**src/rtl/hfwd_pkg.sv**
```systemverilog
package hfwd_pkg;
    typedef enum logic [1:0] {
        ACT_LOCAL      = 2'd0,
        ACT_TO_STATIC  = 2'd1,
        ACT_TO_DYNAMIC = 2'd2
    } act_e;
endpackage

```
**src/rtl/hfwd_route.sv**
```systemverilog
module hfwd_route
    import hfwd_pkg::*;
#(
    parameter int NODE_W = 4
) (
    input  logic [NODE_W-1:0] self_id,
    input  logic [NODE_W-1:0] origin,
    input  logic [NODE_W-1:0] static_id,
    input  logic [NODE_W-1:0] dyn_id,
    input  logic              in_motion,
    output act_e              act,
    output logic [NODE_W-1:0] dest,
    output logic              hold
);
    always_comb begin
        act  = ACT_TO_STATIC;
        dest = static_id;
        hold = 1'b0;
        if (dyn_id == self_id) begin
            act  = ACT_LOCAL;
            dest = self_id;
        end else if (static_id == self_id) begin
            act  = ACT_TO_DYNAMIC;
            dest = dyn_id;
            hold = in_motion;
        end else if (origin == self_id) begin
            act  = ACT_TO_DYNAMIC;
            dest = dyn_id;
        end
    end
endmodule

```
**src/rtl/hfwd_hold_q.sv**
```systemverilog
module hfwd_hold_q #(
    parameter int DEPTH  = 2,
    parameter int PAGE_W = 3,
    parameter int NODE_W = 4
) (
    input  logic              clk,
    input  logic              rst,
    input  logic              push,
    input  logic [PAGE_W-1:0] push_page,
    input  logic [NODE_W-1:0] push_origin,
    input  logic              pop,
    output logic [PAGE_W-1:0] head_page,
    output logic [NODE_W-1:0] head_origin,
    output logic              empty,
    output logic              full
);
    localparam int PTR_W = (DEPTH > 1) ? $clog2(DEPTH) : 1;
    localparam int CNT_W = $clog2(DEPTH + 1);

    typedef struct packed {
        logic [DEPTH-1:0][PAGE_W-1:0] page;
        logic [DEPTH-1:0][NODE_W-1:0] orig;
        logic [PTR_W-1:0]             wr;
        logic [PTR_W-1:0]             rd;
        logic [CNT_W-1:0]             cnt;
    } q_t;

    q_t s_q, s_d;

    function automatic logic [PTR_W-1:0] bump(input logic [PTR_W-1:0] p);
        return (p == PTR_W'(DEPTH - 1)) ? '0 : p + 1'b1;
    endfunction

    always_comb begin
        s_d = s_q;
        if (push) begin
            s_d.page[s_q.wr] = push_page;
            s_d.orig[s_q.wr] = push_origin;
            s_d.wr           = bump(s_q.wr);
        end
        if (pop) s_d.rd = bump(s_q.rd);
        if (push && !pop) s_d.cnt = s_q.cnt + 1'b1;
        else if (pop && !push) s_d.cnt = s_q.cnt - 1'b1;
    end

    always_ff @(posedge clk) begin
        if (rst) s_q <= '0;
        else     s_q <= s_d;
    end

    assign head_page   = s_q.page[s_q.rd];
    assign head_origin = s_q.orig[s_q.rd];
    assign empty       = (s_q.cnt == '0);
    assign full        = (s_q.cnt == CNT_W'(DEPTH));

    p_no_overflow_r6: assert property (@(posedge clk) disable iff (rst)
        push |-> !full);
    p_no_underflow_r6: assert property (@(posedge clk) disable iff (rst)
        pop |-> !empty);
endmodule

```
**src/rtl/hfwd_counters.sv**
```systemverilog
module hfwd_counters #(
    parameter int PAGES  = 8,
    parameter int PAGE_W = 3,
    parameter int CNT_W  = 6
) (
    input  logic              clk,
    input  logic              rst,
    input  logic              inc,
    input  logic [PAGE_W-1:0] inc_page,
    input  logic              clr,
    input  logic [PAGE_W-1:0] clr_page,
    input  logic [PAGE_W-1:0] sel,
    output logic [CNT_W-1:0]  val
);
    typedef logic [PAGES-1:0][CNT_W-1:0] bank_t;

    bank_t cnt_q, cnt_d;

    always_comb begin
        cnt_d = cnt_q;
        for (int i = 0; i < PAGES; i++) begin
            if (clr && clr_page == PAGE_W'(i)) begin
                cnt_d[i] = (inc && inc_page == PAGE_W'(i)) ? CNT_W'(1) : '0;
            end else if (inc && inc_page == PAGE_W'(i) && cnt_q[i] != '1) begin
                cnt_d[i] = cnt_q[i] + 1'b1;
            end
        end
    end

    always_ff @(posedge clk) begin
        if (rst) cnt_q <= '0;
        else     cnt_q <= cnt_d;
    end

    assign val = cnt_q[sel];

    for (genvar g = 0; g < PAGES; g++) begin : g_chk
        p_saturate_r7: assert property (@(posedge clk) disable iff (rst)
            (cnt_q[g] == '1 && !(clr && clr_page == PAGE_W'(g))) |=> cnt_q[g] == '1);
        p_clear_r8: assert property (@(posedge clk) disable iff (rst)
            (clr && clr_page == PAGE_W'(g) && !(inc && inc_page == PAGE_W'(g)))
            |=> cnt_q[g] == '0);
    end
endmodule

```
**src/rtl/home_forwarder.sv**
```systemverilog
module home_forwarder
    import hfwd_pkg::*;
#(
    parameter int NODE_W     = 4,
    parameter int PAGES      = 8,
    parameter int CNT_W      = 6,
    parameter int HOLD_DEPTH = 2,
    localparam int PAGE_W    = (PAGES > 1) ? $clog2(PAGES) : 1
) (
    input  logic              clk,
    input  logic              rst,
    input  logic [NODE_W-1:0] self_id,
    input  logic              req_valid,
    output logic              req_ready,
    input  logic [PAGE_W-1:0] req_page,
    input  logic [NODE_W-1:0] req_origin,
    output logic              out_valid,
    output logic [1:0]        out_action,
    output logic [NODE_W-1:0] out_dest,
    output logic [NODE_W-1:0] out_origin,
    output logic [PAGE_W-1:0] out_page,
    input  logic              cfg_valid,
    input  logic [PAGE_W-1:0] cfg_page,
    input  logic [NODE_W-1:0] cfg_static,
    input  logic [NODE_W-1:0] cfg_dynamic,
    input  logic              rsp_valid,
    input  logic [PAGE_W-1:0] rsp_page,
    input  logic [NODE_W-1:0] rsp_home,
    input  logic              mig_begin_valid,
    input  logic [PAGE_W-1:0] mig_begin_page,
    input  logic              mig_end_valid,
    input  logic [PAGE_W-1:0] mig_end_page,
    input  logic [NODE_W-1:0] mig_end_home,
    input  logic              clr_valid,
    input  logic [PAGE_W-1:0] clr_page,
    input  logic [PAGE_W-1:0] cnt_sel,
    output logic [CNT_W-1:0]  cnt_val
);
    typedef struct packed {
        logic [PAGES-1:0][NODE_W-1:0] stat;
        logic [PAGES-1:0][NODE_W-1:0] dyn;
        logic [PAGES-1:0]             moving;
        logic                         ov;
        logic [1:0]                   oact;
        logic [NODE_W-1:0]            odest;
        logic [NODE_W-1:0]            oorig;
        logic [PAGE_W-1:0]            opage;
    } st_t;

    st_t s_q, s_d;

    logic              q_empty, q_full, q_push, q_pop;
    logic [PAGE_W-1:0] q_head_page;
    logic [NODE_W-1:0] q_head_origin;
    logic              drain, accept;
    logic [PAGE_W-1:0] sel_page;
    logic [NODE_W-1:0] sel_origin;
    act_e              r_act;
    logic [NODE_W-1:0] r_dest;
    logic              r_hold;

    assign drain      = !q_empty && !s_q.moving[q_head_page];
    assign req_ready  = !q_full && !drain;
    assign accept     = req_valid && req_ready;
    assign sel_page   = drain ? q_head_page : req_page;
    assign sel_origin = drain ? q_head_origin : req_origin;
    assign q_push     = accept && r_hold;
    assign q_pop      = drain;

    hfwd_route #(.NODE_W(NODE_W)) u_route (
        .self_id   (self_id),
        .origin    (sel_origin),
        .static_id (s_q.stat[sel_page]),
        .dyn_id    (s_q.dyn[sel_page]),
        .in_motion (!drain && s_q.moving[sel_page]),
        .act       (r_act),
        .dest      (r_dest),
        .hold      (r_hold)
    );

    hfwd_hold_q #(.DEPTH(HOLD_DEPTH), .PAGE_W(PAGE_W), .NODE_W(NODE_W)) u_hold (
        .clk         (clk),
        .rst         (rst),
        .push        (q_push),
        .push_page   (req_page),
        .push_origin (req_origin),
        .pop         (q_pop),
        .head_page   (q_head_page),
        .head_origin (q_head_origin),
        .empty       (q_empty),
        .full        (q_full)
    );

    hfwd_counters #(.PAGES(PAGES), .PAGE_W(PAGE_W), .CNT_W(CNT_W)) u_cnt (
        .clk      (clk),
        .rst      (rst),
        .inc      (accept),
        .inc_page (req_page),
        .clr      (clr_valid),
        .clr_page (clr_page),
        .sel      (cnt_sel),
        .val      (cnt_val)
    );

    always_comb begin
        s_d       = s_q;
        s_d.ov    = drain || (accept && !r_hold);
        s_d.oact  = r_act;
        s_d.odest = r_dest;
        s_d.oorig = sel_origin;
        s_d.opage = sel_page;
        if (rsp_valid) s_d.dyn[rsp_page] = rsp_home;
        if (mig_end_valid) begin
            s_d.dyn[mig_end_page]    = mig_end_home;
            s_d.moving[mig_end_page] = 1'b0;
        end
        if (mig_begin_valid) s_d.moving[mig_begin_page] = 1'b1;
        if (cfg_valid) begin
            s_d.stat[cfg_page]   = cfg_static;
            s_d.dyn[cfg_page]    = cfg_dynamic;
            s_d.moving[cfg_page] = 1'b0;
        end
    end

    always_ff @(posedge clk) begin
        if (rst) s_q <= '0;
        else     s_q <= s_d;
    end

    assign out_valid  = s_q.ov;
    assign out_action = s_q.oact;
    assign out_dest   = s_q.odest;
    assign out_origin = s_q.oorig;
    assign out_page   = s_q.opage;

    p_local_self_r1: assert property (@(posedge clk) disable iff (rst)
        (out_valid && out_action == 2'd0) |-> out_dest == self_id);
    p_static_foreign_r2: assert property (@(posedge clk) disable iff (rst)
        (out_valid && out_action == 2'd1) |-> out_origin != self_id);
    p_dyn_elsewhere_r3: assert property (@(posedge clk) disable iff (rst)
        (out_valid && out_action == 2'd2) |-> out_dest != self_id);
    p_one_cycle_r10: assert property (@(posedge clk) disable iff (rst)
        (req_valid && req_ready && !r_hold) |=> (out_valid && out_page == $past(req_page)
                                                 && out_origin == $past(req_origin)));
endmodule

```
**config.mk**
```make
export PLATFORM = sky130hd
export DESIGN_NAME = home_forwarder
export DESIGN_NICKNAME = d
export VERILOG_FILES = /design/src/rtl/hfwd_pkg.sv /design/src/rtl/hfwd_route.sv /design/src/rtl/hfwd_hold_q.sv /design/src/rtl/hfwd_counters.sv /design/src/rtl/home_forwarder.sv
export SDC_FILE = /design/constraint.sdc
export NUM_CORES = 1
export LEC_CHECK = 0
export ABC_CLOCK_PERIOD_IN_PS = 8200
export BUFFER_PORTS_ARGS = -buffer_cell sky130_fd_sc_hd__buf_4
export CORE_AREA = 2 2 129 131
export DETAILED_ROUTE_END_ITERATION = 8
export DIE_AREA = 0 0 131 133
export PLACE_DENSITY = 0.76
export SETUP_SLACK_MARGIN = 0.5
export SLEW_MARGIN = 20
export SYNTH_ARGS = -nofsm -noshare
export SYNTH_HDL_FRONTEND = slang
export SYNTH_SLANG_ARGS = --single-unit
```
**constraint.sdc**
```tcl
create_clock -name clk -period 8.2 [get_ports clk]
set_clock_uncertainty 0.1 [all_clocks]
set_input_delay 2.05 -clock clk [delete_from_list [all_inputs] [get_ports clk]]
set_output_delay 2.05 -clock clk [all_outputs]
set_load 0.01 [all_outputs]
```
# After elaboration in Yosys (flattened, before gate mapping)

Index checks and enable logic that the tools add are counted.

Memories kept: 0
RAM bits: 0
Latch bits: 0
Output and inout port bits: 21
Memory bits (read-only): 0
Register bits after elaboration: 152

Multipliers: 0
Reduce and logical (&&, ||, !) cells: 58
Muxes and demuxes: 77
$add $sub $neg: 12
Equality and inequality tests: 26
$lt $le $gt $ge: 14
Bitwise gates (word level): 5
Shift operators: 0
Divide/modulo/power cells: 0

Operator list:

| operator              | count |
|---|---|
| $bwmux W32            | 4 |
| $mux W6               | 17 |
| $mux W40              | 2 |
| $add A6 B1 Y6 const B | 8 |
| $mux W4               | 12 |
| $ne A6 B6 Y1 const B  | 8 |
| $logic_and A1 B1 Y1   | 37 |
| $demux W4 S3          | 3 |
| $mux W32              | 1 |
| $lt A3 B4 Y1 const B  | 7 |
| $bmux W4 S3           | 2 |
| $eq A3 B3 Y1 const B  | 8 |
| $bmux W6 S3           | 1 |
| $reduce_bool A2 Y1    | 9 |
| $mux W1               | 17 |
| $and A8 B8 Y8         | 2 |
| $not A8 Y8            | 2 |
| $eq A3 B2 Y1 const B  | 4 |
| $eq A4 B4 Y1          | 3 |
| $ge A3 B1 Y1 const B  | 4 |
| $mux W3               | 4 |
| $demux W1 S3          | 3 |
| $bwmux W8             | 1 |
| $mux W2               | 4 |
| other kinds (19)      | 29 |

# Logic depth before layout (Yosys ltp)

Gate-level depths: netlist (run 1).

Word-level depth: 17
Gate-level depth with buffers: 20
Mapped depth without buffers: 15

# Modules after synthesis

A second synthesis (run 1) with hierarchy kept.

Cells, all modules: 999
Area, all modules: 8872.3 µm²

Modules (own cells, without submodules):

| module         | times used | cells each | sequential area each (µm²) | area an instance (µm²) |
|---|---|---|---|---|
| home_forwarder | 1          | 560        | 1721.7                     | 4843.4 |
| hfwd_counters  | 1          | 320        | 960.9                      | 3007.9 |
| hfwd_hold_q    | 1          | 82         | 360.3                      | 769.5 |
| hfwd_route     | 1          | 37         | 0.0                        | 251.5 |

# Least setup slack after synthesis (run 1)

No wires, ideal clock.

Path kind: input to output
Start point: input port cnt_sel[0]
End point: output port cnt_val[0]
Cell stages on the path: 3
Data arrival time: 3.349 ns
Buffers on the path: 1
Path slack: 2.701 ns
Required time: 6.050 ns
Cells stage by stage: buf_1 > mux4_2 > mux2_2

Longest elaborated chain between the ends: 2

RTL lines:

| element                       | line                 | RTL |
|---|---|---|
| start: declaration            | home_forwarder.sv:36 | `input logic [PAGE_W-1:0] cnt_sel,` |
| $bmux W6 S3                   | hfwd_counters.sv:35  | `assign val = cnt_q[sel];` |
| $mux W6 (not written as such) | hfwd_counters.sv:35  |  |
| end: declaration              | home_forwarder.sv:37 | `output logic [CNT_W-1:0] cnt_val` |

No other way between the ends. The select of a mux whose other input is x is not followed.

# Worst setup path after layout (run 1)

Start point: register u_hold.s_q[2] in the netlist's numbering
End point: register u_hold.s_q[1] in the netlist's numbering

Longest elaborated chain between the ends: 16
Elaborated cells between the ends (all ways): 27
Classes of those cells: eq/ne: 2; mux: 14; reduce/logical: 11

RTL lines:

| element                                                         | line                                       | RTL |
|---|---|---|
| start: declaration                                              | hfwd_hold_q.sv:28                          | `q_t s_q, s_d;` |
| start signal: assignment                                        | hfwd_hold_q.sv:47                          | `if (rst) s_q <= '0;` |
| start signal: assignment                                        | hfwd_hold_q.sv:48                          | `else s_q <= s_d;` |
| $mux W3 (not written as such) * (2 in a row)                    | hfwd_hold_q.sv:51                          | `assign head_page = s_q.page[s_q.rd];` |
| $bmux W1 S3                                                     | home_forwarder.sv:62                       | `assign drain = !q_empty && !s_q.moving[q_head_page];` |
| $mux W1 (not written as such)                                   | home_forwarder.sv:62                       |  |
| $logic_not A1 Y1                                                | home_forwarder.sv:62                       |  |
| $logic_and A1 B1 Y1                                             | home_forwarder.sv:62                       |  |
| $mux W3                                                         | home_forwarder.sv:65                       | `assign sel_page = drain ? q_head_page : req_page;` |
| $bmux W4 S3 / $bmux W1 S3 (equally long branches)               | home_forwarder.sv:73, home_forwarder.sv:75 |  |
| $mux W4 (not written as such) / $mux W1 (equally long branches) | home_forwarder.sv:73, home_forwarder.sv:75 |  |
| $eq A4 B4 Y1 / $logic_and A1 B1 Y1 (equally long branches)      | hfwd_route.sv:22, home_forwarder.sv:75     |  |
| $mux W1                                                         | hfwd_route.sv:22                           | `end else if (static_id == self_id) begin` |
| $mux W1                                                         | hfwd_route.sv:19                           | `if (dyn_id == self_id) begin` |
| $logic_and A1 B1 Y1                                             | home_forwarder.sv:67                       | `assign q_push = accept && r_hold;` |
| $logic_not A1 Y1                                                | hfwd_hold_q.sv:43                          | `else if (pop && !push) s_d.cnt = s_q.cnt - 1'b1;` |
| $logic_and A1 B1 Y1                                             | hfwd_hold_q.sv:43                          |  |
| $reduce_bool A2 Y1 (no line)                                    | --                                         |  |

Every way passes the cells marked *; elsewhere a longest branch is shown, timed or not. The select of a mux whose other input is x is not followed.
A chain may end at the register's enable or synchronous reset.

==> impl_metrics.ini, run 1 <==
[critical_path]
cp_max_fo = 34
critical_path.top_delay_family = compound AO/OA/AOI/OAI gates
max_stage_delay_ns = 0.76
cp-end-kind = flop
slowest_stage = dfxtp_1
start_kind = flop
path_buf_inv = 1
cp_cell_sequence = mux2_4 > nand2_1 > a22oi_4 > o22ai_4 > inv_4 > o21ai_4 > mux2_1 > o2111ai_1 > xor2_1 > and4_1 > nor3_1 > ha_1 > or3_1 > a21oi_1
cp.required_ns = 8.47
setup.worst_path.class = reg2reg
cp.arrival_ns = 5.82

[die]
io_pins = 74
die_x_um = 131
fp-row-count = 47
die_area_mm2 = 0.0174
initial_core_util = 0.559
die_h_um = 133
core_area_mm2 = 0.0162

[power_and_ir_drop]
irDropWorstVdd_uv = 147
p_leak_uw = 0.00373
powerDensity_mw_per_mm2 = 219

[grt]
grt_use_total = 0.281
grt_antenna_before_repair = 0
grt_pass1_vias = 7601
grt_first_pass_wirelength_um = 38400
grt_max_degree = 78
grt.overflow.total = 0

[cells_and_area]
n_antenna_cell = 0
drive_above_1_share = 0.154
fin_util = 0.623
multi_input_area_mm2 = 0.00557
fillCellCount = 1387
ff_latch_area_mm2 = 0.00304
area_delta_synth_final_pct = 11.4
nets = 1123

[logic_synthesis]
synth_cell_type_count = 72
synth-main-ff-cell = dfxtp_1
synth.avg_cell_area_um2 = 8.66
yosys.area.top_type = dfxtp_1
syn_inst = 1044
synth.most_common_cell = nor2_1
ys_async_sr_fraction = 0
syn-cell-area_mm2 = 0.00904
synth_edf_count = 0
synth.top_cell.area_share = 0.337
ys_seq_area_frac = 0.337
synth_area_leaders = dfxtp_1 (34%), mux2i_1 (12%), nor2_1 (8.1%)
yosys_register_bits = 152
synth_common_cells = nor2_1 (194), dfxtp_1 (152), mux2i_1 (107), a21oi_1 (73), nand2_1 (56)
synthesis.nets = 1106
yosys_warnings = 0

[detailed_routing]
route.detailed.drc = 0
wire_per_inst_um = 18.3
dr.pass1.iters = 5
vias_per_cell = 6.11
dr_total_vias = 7897
postRouteAntennaNets = 0
wl_um = 23700
drt_iter0_markers = 520

[clocking]
ctsResizeCount = 0
clk_latency_ns = 0.44
cts_setup_buffers = 0
cts_buffer_depth = 2
clkTransAtPathRegs_ns = 0.07
cts_hold_buffers = 0
htreeDepth = 4
cts-root-buf = clkbuf_16
cts_sinks = 152
cts_inserted_buffers = 17
cts_tree = built

[sta]
post-route-min-period_ns = 5.55
setup_viol = 0
slew-limit-headroom = 0.338
fmax_ghz = 0.180
hold_viol_final = 0
rsz0062_at_grt = no
tightest_slew_ns = 0.992
fin_setup_tns_ns = 0
drv_slew = 0
finalCritPeriodShare = 0.677

[status]
status = finished clean

[placement]
portBuffers = 73
gp_congestion = 0.954
dp_hpwl_um = 16800

[worst_hold_path]
hold_path_class = reg2reg

[run]
maxCapViolations = 0
==> power by group <==
group | internal [uW] | switching, uW | leakage, uW | total, uW
Sequential | 780 | 37.9 | 0.00123 | 818
Combinational | 252 | 402 | 0.00224 | 654
Clock | 423 | 313 | 0.000255 | 735
==> through the flow <==
stage / std cells / hold WS (ns) / setup WS (ns) / total power, uW / area (um^2)
2_1_floorplan: 1044 / 0.348 / 2.70 / 1350 / 9040
3_3_place_gp: 1262 / 0.354 / 2.65 / 1470 / 9500
3_5_place_dp: 1262 / 0.362 / 2.55 / 1480 / 9510
4_1_cts: 1293 / 0.371 / 2.66 / 2210 / 10100
5_1_grt: 1293 / 0.400 / 2.26 / 2310 / 10100
6_report: 1293 / 0.370 / 2.65 / 2210 / 10100
==> cell usage in the layout (no fill, tap or decap), types with 4 or more instances in the layout <==
cell / netlist / final
mux2i_1: 107 / 107
mux2_2: 6 / 6
ha_1: 9 / 9
xnor2_1: 9 / 9
nand2_1: 56 / 56
clkbuf_16: 0 / 17
clkinvlp_4: 0 / 5
nor2b_1: 14 / 14
nor3b_1: 5 / 5
o211ai_1: 14 / 14
dfxtp_1: 152 / 152
mux4_2: 14 / 14
nand2b_1: 12 / 12
inv_1: 12 / 12
nand3b_1: 4 / 4
o21ai_0: 16 / 16
nor3_1: 21 / 19
a22oi_1: 6 / 6
a211oi_1: 36 / 36
xor2_1: 30 / 30
o211a_1: 8 / 8
nand4_1: 29 / 29
mux2_1: 4 / 4
a21oi_1: 73 / 73
or3_1: 10 / 10
nand3_1: 24 / 24
o31ai_1: 16 / 16
a22o_1: 4 / 4
a32oi_1: 4 / 4
and2_1: 4 / 4
o32ai_1: 5 / 5
buf_4: 15 / 77
a211o_1: 5 / 5
nor2_1: 194 / 191
==> sequential cells by signal, summed over array words and instances (netlist names) <==
register	count
s_q	72
u_cnt.cnt_q	48
u_hold.s_q	18
out_dest	4
out_origin	4
out_page	3
out_action	2
out_valid	1
==> logic make-up (layout without fill, tap and decap cells) <==
kind of cell             count (synthesis)  in the layout  synth area share
AO/OA/AOI/OAI                          223            223             0.186
flip-flops                             152            152             0.337
XOR/XNOR                                39             39            0.0378
AND/OR/NAND/NOR                        396            396             0.207
buffers and inverters                   92            121            0.0498
adder cells (fa/ha/maj)                  9              9            0.0125
multiplexers                           133            133             0.170
==> cell type report <==
type / count / area share
Multi-Input combinational cell: 800 / 0.554
Sequential cell: 152 / 0.302
Timing Repair Buffer: 77 / 0.0574
Clock buffer: 20 / 0.0444
Tap cell: 220 / 0.0273
Clock inverter: 11 / 0.00994
Inverter: 13 / 0.00510
==> path summary, 6_finish.rpt <==
path,start,depth (start not counted),slack [ns],endpoint
setup / recovery,u_hold.s_q[2],14,2.65,u_hold.s_q[1]
hold / removal,u_hold.s_q[17],2,0.37,u_hold.s_q[17]
setup reg to reg,u_hold.s_q[2],14,2.65,u_hold.s_q[1]
hold reg to reg,u_hold.s_q[17],2,0.37,u_hold.s_q[17]
==> worst min-delay path, delay by kind of cell, from the launching register on <==
| family | cells | cell delay [ns] |
|---|---|---|
| AO/OA/AOI/OAI | 2 | 0.12 |
| flip-flops | 1 | 0.31 |
==> per-layer routing <==
metal / wire length, um / vias to the layer above / GRT usage
li1: - / 3822 / -
met1: 10000 / 3754 / 0.354
met2: 11600 / 256 / 0.465
met3: 1170 / 65 / 0.0465
met4: 921 / 0 / 0.132
met5: 0 / - / 0
No activity file was read; power rests on OpenSTA's default activity.
==> run 2, diff against run 1 <==
Settings changed: ABC_AREA set to 1, ABC_CLOCK_PERIOD_IN_PS 8200 to 4500.
Clock period 8.2 ns to 4.5 ns, I/O delays scaled along.
==> impl_metrics.ini, run 2 <==
[logic_synthesis]
synth_edf_count = 0
syn_inst = 1289
synth.avg_cell_area_um2 = 6.68
yosys.area.top_type = dfxtp_1
synth_common_cells = nor2_1 (223), nand2_1 (216), inv_1 (160), dfxtp_1 (152), o21ai_0 (116)
syn-cell-area_mm2 = 0.00860
synth.top_cell.area_share = 0.354
synthesis.nets = 1351
synth_cell_type_count = 50
yosys_warnings = 0
ys_seq_area_frac = 0.354
synth_top_family_by_area = simple AND/OR/NAND/NOR gates
synth_compound_area_frac = 0.187
synth_xor_area_frac = 0.0143
synth-main-ff-cell = dfxtp_1
synth.area.mux_share = 0
synth_area_leaders = dfxtp_1 (35%), nor2_1 (9.7%), nand2_1 (9.4%)
ys_async_sr_fraction = 0
yosys_register_bits = 152
synth.most_common_cell = nor2_1
synthSimpleGateAreaFrac = 0.326
synthAdderAreaFrac = 0.0131

[worst_hold_path]
min_path_cells = 1
hold_path_class = reg2reg

[clocking]
clkTransAtPathRegs_ns = 0.06
cts_buffer_depth = 2
cts_hold_buffers = 0
cts_inserted_buffers = 17
htreeDepth = 4
cts_tree = built
cts-root-buf = clkbuf_16
clk_latency_ns = 0.43
cts_sinks = 152

[grt]
grt_max_degree = 38
grt_first_pass_wirelength_um = 38500
grt_antenna_before_repair = 0
grt_pass1_vias = 7980
grt.overflow.total = 0
grt_use_total = 0.278

[power_and_ir_drop]
finalPower_uw = 4520
pwr-share-seq = 0.337
power_switching_uw = 1750
p_leak_uw = 0.00403
powerDensity_mw_per_mm2 = 462
power.share.clock = 0.305
comb_power_share = 0.359
irDropWorstVdd_uv = 303
switching_share = 0.387
internal_power_uw = 2770

[cells_and_area]
regMostFlops = s_q
fillCellCount = 1515
fin_cells = 1574
ff_latch_area_mm2 = 0.00304
area_delta_synth_final_pct = 13.7
final_cell_mix = nor2_1 (223), nand2_1 (216), inv_1 (159), dfxtp_1 (151), o21ai_0 (116)
layout_commonest_cell = nor2_1
largest_reg_flops = 72
n_antenna_cell = 0
nets = 1404
multi_input_area_mm2 = 0.00467
reg_top3 = s_q (72), u_cnt.cnt_q (48), u_hold.s_q (18)
drive_above_1_share = 0.115

[detailed_routing]
dr_total_vias = 8837
postRouteAntennaNets = 0
dr.pass1.iters = 8
drt_iter0_markers = 838
route.detailed.drc = 0
wl_um = 24000
vias_per_cell = 5.61
wire_per_inst_um = 15.2

[placement]
portBuffers = 73
dp_hpwl_um = 17300
dp.cells = 1543
preCtsSetupSlack_ns = 0.533
gp_congestion = 0.961

[die]
core_area_mm2 = 0.0162
io_pins = 74
die_area_mm2 = 0.0174
initial_core_util = 0.532
fp-row-count = 47
die_x_um = 131
die_h_um = 133

[sta]
finalCritPeriodShare = 0.834
drv_slew = 0
setup_viol = 0
fmax_ghz = 0.267
post-route-min-period_ns = 3.75
slew-limit-headroom = 0.513
fin_setup_tns_ns = 0
setup_slack_ns = 0.748
holdWs_ns = 0.361
hold_viol_final = 0
rsz0062_at_grt = no
tightest_slew_ns = 0.724

[status]
status = finished clean

[run]
maxCapViolations = 0

[critical_path]
start_kind = input pin
cp_max_fo = 28
setup.worst_path.class = in2out
cp-end-kind = output pin
reg2regPathDepth = 23
cp.arrival_ns = 2.53
cp.required_ns = 3.27
==> run 2: cell count changes after synthesis, moves of 16 or more <==
cell      before  now
nor2_1       194  223
mux2i_1      107    0
xor2_1        30   13
nand2_1       56  216
a211oi_1      36    2
clkbuf_1      45   17
nor3_1        21   41
inv_1         12  160
o22ai_1        0   16
o21ai_0       16  116
nand3_1       24   80
==> run 2: cell type report <==
type | instances | area share
multi-input cells | 923 | 0.477
flip-flops and latches | 152 | 0.311
well taps | 220 | 0.0281
repair buffers | 79 | 0.0606
clock inverters | 13 | 0.0127
clock buffers | 18 | 0.0449
inverters | 169 | 0.0651
==> run 2: logic make-up after synthesis <==
logic type	count (synthesis)
buf+inv	214
xor+xnor	14
simple gates	624
flops	152
fa+ha+maj	9
compound gates	276
==> run 2: critical path, stage by stage <==
cell,delay [ns]
buf_4,0.19
inv_1,0.42
o21ai_0,0.17
a221oi_1,0.35
a31oi_1,0.10
buf_4,0.16
==> run 2: worst paths after layout <==
kind | from | endpoint | slack [ns]
worst max-delay path | cnt_sel[0] | cnt_val[5] | 0.75
worst min-delay path | u_cnt.cnt_q[17] | u_cnt.cnt_q[17] | 0.36
worst max register to register | u_hold.s_q[2] | u_hold.s_q[1] | 0.82
worst min register to register | u_cnt.cnt_q[17] | u_cnt.cnt_q[17] | 0.36
==> run 2: through the flow <==
| stage | utilization | instance area (um^2) |
|---|---|---|
| 3_5_place_dp | 0.569 | 9200 |
| 5_1_grt | 0.605 | 9780 |
| 6_report | 0.605 | 9780 |
| 2_1_floorplan | - | 8600 |
| 4_1_cts | 0.604 | 9770 |
| 3_3_place_gp | 0.569 | 9200 |
==> run 2: power by group through the flow <==
stage / Combinational (uW) / Sequential (uW) / Clock (uW)
final: 1620 / 1520 / 1380
after CTS: 1580 / 1520 / 1390
after floorplan: 1290 / 1520 / 0
after global placement: 1560 / 1550 / 0
after global routing: 1770 / 1530 / 1440
after detailed placement: 1580 / 1550 / 0
==> run 2: layer usage <==
layer  vias up  track usage  share of wire
li1       4391            -              -
met1      3989        0.347           0.41
met2       394        0.479           0.49
met3        63       0.0518          0.074
met4         0       0.0904          0.025
met5         -            0              0
==> run 2: repair_timing <==
action                     4_1_cts  5_1_grt
buffers inserted                 0        0
gates resized for setup          0        3
setup endpoints to repair        0        1
hold endpoints to repair         0        0
